$ cat config.mk
export PLATFORM = sky130hd
export DESIGN_NAME = core_rst_seq
export DESIGN_NICKNAME = d
export VERILOG_FILES = /design/src/rtl/core_rst_seq_pkg.sv /design/src/rtl/crs_rst_sync.sv /design/src/rtl/crs_req_sync.sv /design/src/rtl/crs_core_seq.sv /design/src/rtl/core_rst_seq.sv
export SDC_FILE = /design/constraint.sdc
export NUM_CORES = 1
export LEC_CHECK = 0
export BUFFER_PORTS_ARGS = -buffer_cell sky130_fd_sc_hd__buf_2
export CAP_MARGIN = 20
export CORE_MARGIN = 3
export CORE_UTILIZATION = 61
export DETAILED_ROUTE_END_ITERATION = 10
export MAX_ROUTING_LAYER = met4
export PLACE_DENSITY = 0.8
export SLEW_MARGIN = 30
export SYNTH_ARGS = -nofsm -noshare
export SYNTH_HDL_FRONTEND = slang
export SYNTH_SLANG_ARGS = --single-unit
$ cat constraint.sdc
create_clock -name clk -period 3.6 [get_ports clk]
set_clock_uncertainty 0.1 [all_clocks]
set_input_delay 0.54 -clock clk [delete_from_list [all_inputs] [get_ports clk]]
set_output_delay 0.54 -clock clk [all_outputs]
set_load 0.02 [all_outputs]
$ cat src/rtl/core_rst_seq_pkg.sv
package core_rst_seq_pkg;
  typedef enum logic [1:0] {
    PH_RUN    = 2'd0,
    PH_HOLD   = 2'd1,
    PH_SETTLE = 2'd2
  } phase_e;

  typedef enum logic [1:0] {
    K_COLD = 2'd0,
    K_WARM = 2'd1,
    K_PHY  = 2'd2
  } kind_e;
endpackage

$ cat src/rtl/crs_rst_sync.sv
module crs_rst_sync #(
  parameter int STAGES = 2
) (
  input  logic clk,
  input  logic arst_n,
  output logic srst_n
);
  logic [STAGES-1:0] shift_q;
  logic [STAGES-1:0] shift_d;

  always_comb begin
    shift_d = {shift_q[STAGES-2:0], 1'b1};
  end

  always_ff @(posedge clk or negedge arst_n) begin
    if (!arst_n) shift_q <= '0;
    else         shift_q <= shift_d;
  end

  assign srst_n = shift_q[STAGES-1];
endmodule

$ cat src/rtl/crs_req_sync.sv
module crs_req_sync #(
  parameter int WIDTH  = 6,
  parameter int STAGES = 2
) (
  input  logic             clk,
  input  logic             rst_n,
  input  logic [WIDTH-1:0] din,
  output logic [WIDTH-1:0] dout
);
  logic [STAGES-1:0][WIDTH-1:0] stage_q;
  logic [STAGES-1:0][WIDTH-1:0] stage_d;

  always_comb begin
    stage_d = {stage_q[STAGES-2:0], din};
  end

  always_ff @(posedge clk or negedge rst_n) begin
    if (!rst_n) stage_q <= '1;
    else        stage_q <= stage_d;
  end

  assign dout = stage_q[STAGES-1];
endmodule

$ cat src/rtl/crs_core_seq.sv
module crs_core_seq
  import core_rst_seq_pkg::*;
#(
  parameter int HOLD_CYC   = 16,
  parameter int STATUS_DLY = 8
) (
  input  logic clk,
  input  logic rst_n,
  input  logic cold_s_n,
  input  logic warm_s_n,
  input  logic phy_s_n,
  output logic sticky_rst_n,
  output logic ctrl_rst_n,
  output logic phy_rst_n,
  output logic stat_n
);
  localparam int CNT_MAX = (HOLD_CYC > STATUS_DLY) ? HOLD_CYC : STATUS_DLY;
  localparam int CW      = $clog2(CNT_MAX + 1);
  localparam logic [CW-1:0] HOLD_LAST   = CW'(HOLD_CYC - 1);
  localparam logic [CW-1:0] SETTLE_LAST = CW'(STATUS_DLY - 1);

  phase_e        phase_q, phase_d;
  kind_e         kind_q, kind_d;
  logic [CW-1:0] cnt_q, cnt_d;
  logic          cnt_en;
  logic [2:0]    prev_q;
  logic [2:0]    cur;
  logic [2:0]    fall;
  logic          hold_req;
  logic          sticky_d, ctrl_d, phy_d, stat_d;

  assign cur  = {phy_s_n, warm_s_n, cold_s_n};
  assign fall = prev_q & ~cur;

  always_comb begin
    unique case (kind_q)
      K_COLD:  hold_req = !cold_s_n;
      K_WARM:  hold_req = !warm_s_n;
      default: hold_req = !phy_s_n;
    endcase
  end

  always_comb begin
    phase_d = phase_q;
    kind_d  = kind_q;
    cnt_d   = cnt_q;
    cnt_en  = 1'b0;
    unique case (phase_q)
      PH_RUN: begin
        if (fall[0]) begin
          phase_d = PH_HOLD; kind_d = K_COLD; cnt_d = '0; cnt_en = 1'b1;
        end else if (fall[1]) begin
          phase_d = PH_HOLD; kind_d = K_WARM; cnt_d = '0; cnt_en = 1'b1;
        end else if (fall[2]) begin
          phase_d = PH_HOLD; kind_d = K_PHY;  cnt_d = '0; cnt_en = 1'b1;
        end
      end
      PH_HOLD: begin
        if (cnt_q == HOLD_LAST) begin
          if (!hold_req) begin
            phase_d = PH_SETTLE; cnt_d = '0; cnt_en = 1'b1;
          end
        end else begin
          cnt_d = cnt_q + 1'b1; cnt_en = 1'b1;
        end
      end
      PH_SETTLE: begin
        if (cnt_q == SETTLE_LAST) begin
          phase_d = PH_RUN;
        end else begin
          cnt_d = cnt_q + 1'b1; cnt_en = 1'b1;
        end
      end
      default: begin
        phase_d = PH_HOLD; kind_d = K_COLD; cnt_d = '0; cnt_en = 1'b1;
      end
    endcase
  end

  always_comb begin
    sticky_d = !((phase_d == PH_HOLD) && (kind_d == K_COLD));
    ctrl_d   = !((phase_d == PH_HOLD) && (kind_d != K_PHY));
    phy_d    = (phase_d != PH_HOLD);
    stat_d   = (phase_d == PH_RUN);
  end

  always_ff @(posedge clk or negedge rst_n) begin
    if (!rst_n) begin
      phase_q      <= PH_HOLD;
      kind_q       <= K_COLD;
      cnt_q        <= '0;
      prev_q       <= '1;
      sticky_rst_n <= 1'b0;
      ctrl_rst_n   <= 1'b0;
      phy_rst_n    <= 1'b0;
      stat_n       <= 1'b0;
    end else begin
      phase_q      <= phase_d;
      kind_q       <= kind_d;
      if (cnt_en) cnt_q <= cnt_d;
      prev_q       <= cur;
      sticky_rst_n <= sticky_d;
      ctrl_rst_n   <= ctrl_d;
      phy_rst_n    <= phy_d;
      stat_n       <= stat_d;
    end
  end
endmodule

$ cat src/rtl/core_rst_seq.sv
module core_rst_seq #(
  parameter int NUM_CORES   = 2,
  parameter int SYNC_STAGES = 2,
  parameter int HOLD_CYC    = 16,
  parameter int STATUS_DLY  = 8
) (
  input  logic                 clk,
  input  logic                 board_rst_n,
  input  logic [NUM_CORES-1:0] cold_req_n,
  input  logic [NUM_CORES-1:0] warm_req_n,
  input  logic [NUM_CORES-1:0] phyclr_req_n,
  output logic [NUM_CORES-1:0] sticky_rst_n,
  output logic [NUM_CORES-1:0] ctrl_rst_n,
  output logic [NUM_CORES-1:0] phy_rst_n,
  output logic [NUM_CORES-1:0] rst_stat_n
);
  localparam int REQ_W = 3 * NUM_CORES;

  logic             grst_n;
  logic [REQ_W-1:0] req_raw;
  logic [REQ_W-1:0] req_s;

  crs_rst_sync #(.STAGES(SYNC_STAGES)) u_gsync (
    .clk    (clk),
    .arst_n (board_rst_n),
    .srst_n (grst_n)
  );

  assign req_raw = {phyclr_req_n, warm_req_n, cold_req_n};

  crs_req_sync #(.WIDTH(REQ_W), .STAGES(SYNC_STAGES)) u_rsync (
    .clk   (clk),
    .rst_n (grst_n),
    .din   (req_raw),
    .dout  (req_s)
  );

  for (genvar c = 0; c < NUM_CORES; c++) begin : g_core
    crs_core_seq #(.HOLD_CYC(HOLD_CYC), .STATUS_DLY(STATUS_DLY)) u_seq (
      .clk          (clk),
      .rst_n        (grst_n),
      .cold_s_n     (req_s[c]),
      .warm_s_n     (req_s[NUM_CORES + c]),
      .phy_s_n      (req_s[2*NUM_CORES + c]),
      .sticky_rst_n (sticky_rst_n[c]),
      .ctrl_rst_n   (ctrl_rst_n[c]),
      .phy_rst_n    (phy_rst_n[c]),
      .stat_n       (rst_stat_n[c])
    );
  end
endmodule

==> reports/qor.csv <==
metric,value,unit
wirelength,4090,um
design.die.area,4600,um2
dpl_cell_area,2400,um2
path_class,reg2reg,
post-route-period-util,68.4,%
gr-total-overflow,0,
slowest_stage,o21ai_0,
dr_total_vias,1584,
top_usage_layer,met2,
fin_cells,273,
setup_viol,0,
ys_seq_area_share,50.5,%
leakage,0.00110,uW
critPathBufInv,0,
die_x,67.8,um
switching_power,655,uW
setup_tns,0,ps
dp_hpwl,2900,um
cellPowerDensity,701,nW/um2
grt_start_max_net_pins,45,
cp_cell_sequence,"ha_1, and3_1, ha_1, nor2b_1, o21ai_0, nor2_1, o31ai_1, o31ai_2",
intPower,1110,uW
hold_violations,0,
via_per_inst,5.80,
die_h,67.8,um
htreeDepth,2,
cts_root_buffer,clkbuf_8,
startpoint_type,register,
hp-class,reg2async,
max_stage_delay,610,ps
cap_violations,0,
diodes,0,
synth-edff-count,0,
arrival,2520,ps
clock-sinks,46,
cts_tree,built,
timing_worst_slew_pin_value,772,ps
fill_cells,251,
synth_nets,234,
place_ws,1230,ps
pin_count,16,
post-route-min-period,2460,ps
initial_utilization,66.7,%
status,"finished, final reports clean",
fmax,406,MHz
core_area,3490,um2
syn_area,2330,um2
synth_cell_types,52,
clkPwrFrac,19.8,%
cpMostUsedCell,ha_1,
grt_setup_unrepaired,no,
drtAntennaViolNets,0,
comb_power_share,39.2,%
fin_ws,1140,ps
io_buffers,15,
synth-seq-cells,46,
grt_first_pass_wirelength,6730,um
drc,0,
cts.clk_slew.worst_paths,90,ps
grtUsageMet2,32.6,%
met3_usage,4.49,%
ys_warn_count,0,
peakVddDrop,0.406,mV
grt_usage,20.5,%
synth-main-ff-cell,dfrtp_1,
design_area,2520,um2
syn_avg_cell_area,11.0,um2
dr.pass1.iters,4,
antenna_found_initial,0,
drv_slew,0,
clockBufferDepth,2,
cts_setup_buffers,0,
cts_buffers,5,
relSlewSlack,48.0,%
netSwitchingFraction,37.1,%
netlist_instances,212,
critPathCaptureType,register,
rows,21,
drtIter0Drc,136,
gp_congestion,0.906,
fin_nets,248,
area_growth,8.06,%
async_flop_share,100,%
required,3660,ps
drive_gt1_share,24.7,%
path_delay_family,compound AO/OA/AOI/OAI gates,
crit_fanout,6,
use_met1,25.1,%
grt_pass1_vias,1550,
total_power,1760,uW
insertion_delay,300,ps
wl_per_cell,15.0,um
post_cts_resized,0,
dp_cells,264,
seqPwrFrac,41.0,%
[final timing paths]
path | endpoint | slack [ps] | from | depth (start not counted)
worst max register to register | g_core[1].u_seq.cnt_q[2] | 1140 | g_core[1].u_seq.cnt_q[0] | 8
max in group asynchronous | g_core[0].u_seq.prev_q[2] | 2810 | u_gsync.shift_q[1] | 0
worst min register to register | g_core[1].u_seq.stat_n | 220 | u_gsync.shift_q[1] | 0
worst min-delay path | g_core[1].u_seq.stat_n | 220 | u_gsync.shift_q[1] | 0
min in group clk | u_rsync.stage_d[8] | 230 | warm_req_n[0] | 1
worst max-delay path | g_core[1].u_seq.cnt_q[2] | 1140 | g_core[1].u_seq.cnt_q[0] | 8
[cell usage after synthesis, drive strengths merged (4+ instances only)]
cell / instances / area [um2]
nand3: 9 / 50.1
ha: 14 / 175
inv: 19 / 71.3
buf: 8 / 60.1
dfrtp: 26 / 651
nor2: 8 / 30.0
dfstp: 20 / 526
o21ai: 15 / 75.1
nand2: 9 / 33.8
nand2b: 9 / 56.3
or2: 4 / 27.5
o31ai: 5 / 61.3
nor2b: 4 / 25.0
a31oi: 4 / 25.0
a21oi: 10 / 50.1
[timing repair]
action                                  in CTS  in global routing
hold endpoints to repair                     2                  0
hold buffers                                 1                  0
endpoints found under the setup margin       0                  0
[kinds of logic (layout without fill, tap and decap cells)]
group,count (synthesis),in the layout,share of synthesized area [%]
other cells,1,1,0.161
fa+ha+maj,14,14,7.52
mux,6,6,3.06
compound gates,56,56,17.4
simple gates,61,61,15.6
buf+inv,28,43,5.80
flops,46,46,50.5
[metrics by stage]
stage	utilization, %	hold slack (ps)
after floorplan	-	144
after global placement	68.7	223
after detailed placement	68.7	226
after CTS	72.0	225
after global routing	72.0	210
final	72.0	216
[cell usage in the layout (no fill, tap or decap), types with 4 or more instances in the layout]
cell	synthesis	final
ha_1	14	14
inv_1	19	19
nor2_1	8	8
a21oi_1	10	10
nor2b_1	4	4
dfstp_2	20	20
a31oi_1	4	4
nand3_1	8	8
buf_2	0	15
o21ai_0	14	14
nand2b_1	9	9
clkbuf_8	0	5
nand2_1	9	9
dfrtp_1	26	25
[layer usage]
metal / routed length (um) / vias up / part of all wire, %
met4: 63 / 0 / 1.5
met5: 0 / - / 0
met3: 200 / 7 / 4.9
met2: 1950 / 54 / 48
li1: - / 765 / -
met1: 1880 / 758 / 46
[state kept, by name, summed over array words and instances (netlist names)]
| name | count |
|---|---|
| g_core.u_seq.prev_q | 6 |
| g_core.u_seq.stat_n | 2 |
| g_core.u_seq.phy_rst_n | 2 |
| u_rsync.dout | 6 |
| g_core.u_seq.sticky_rst_n | 2 |
| g_core.u_seq.phase_q | 4 |
| u_gsync.shift_q | 2 |
| g_core.u_seq.kind_q | 4 |
| g_core.u_seq.cnt_q | 10 |
| g_core.u_seq.ctrl_rst_n | 2 |
| u_rsync.stage_d | 6 |
[power groups by stage]
stage	Clock (uW)	Sequential [uW]	Combinational, uW
finish	350	723	692
detailed placement	0	731	678
CTS	360	721	688
global placement	0	721	646
floorplan	0	707	594
global route	380	737	759
[cell type report]
type | count | area (um2) | share of cell area (%)
multi-input combinational | 138 | 1020 | 40.5
timing repair buffer | 16 | 85.1 | 3.38
clock buffer | 7 | 97.6 | 3.88
clock inverter | 1 | 7.51 | 0.298
inverter | 19 | 71.3 | 2.83
sequential | 46 | 1180 | 46.9
tap | 46 | 57.6 | 2.29
Note: power is estimated with default switching activity, not from simulation.
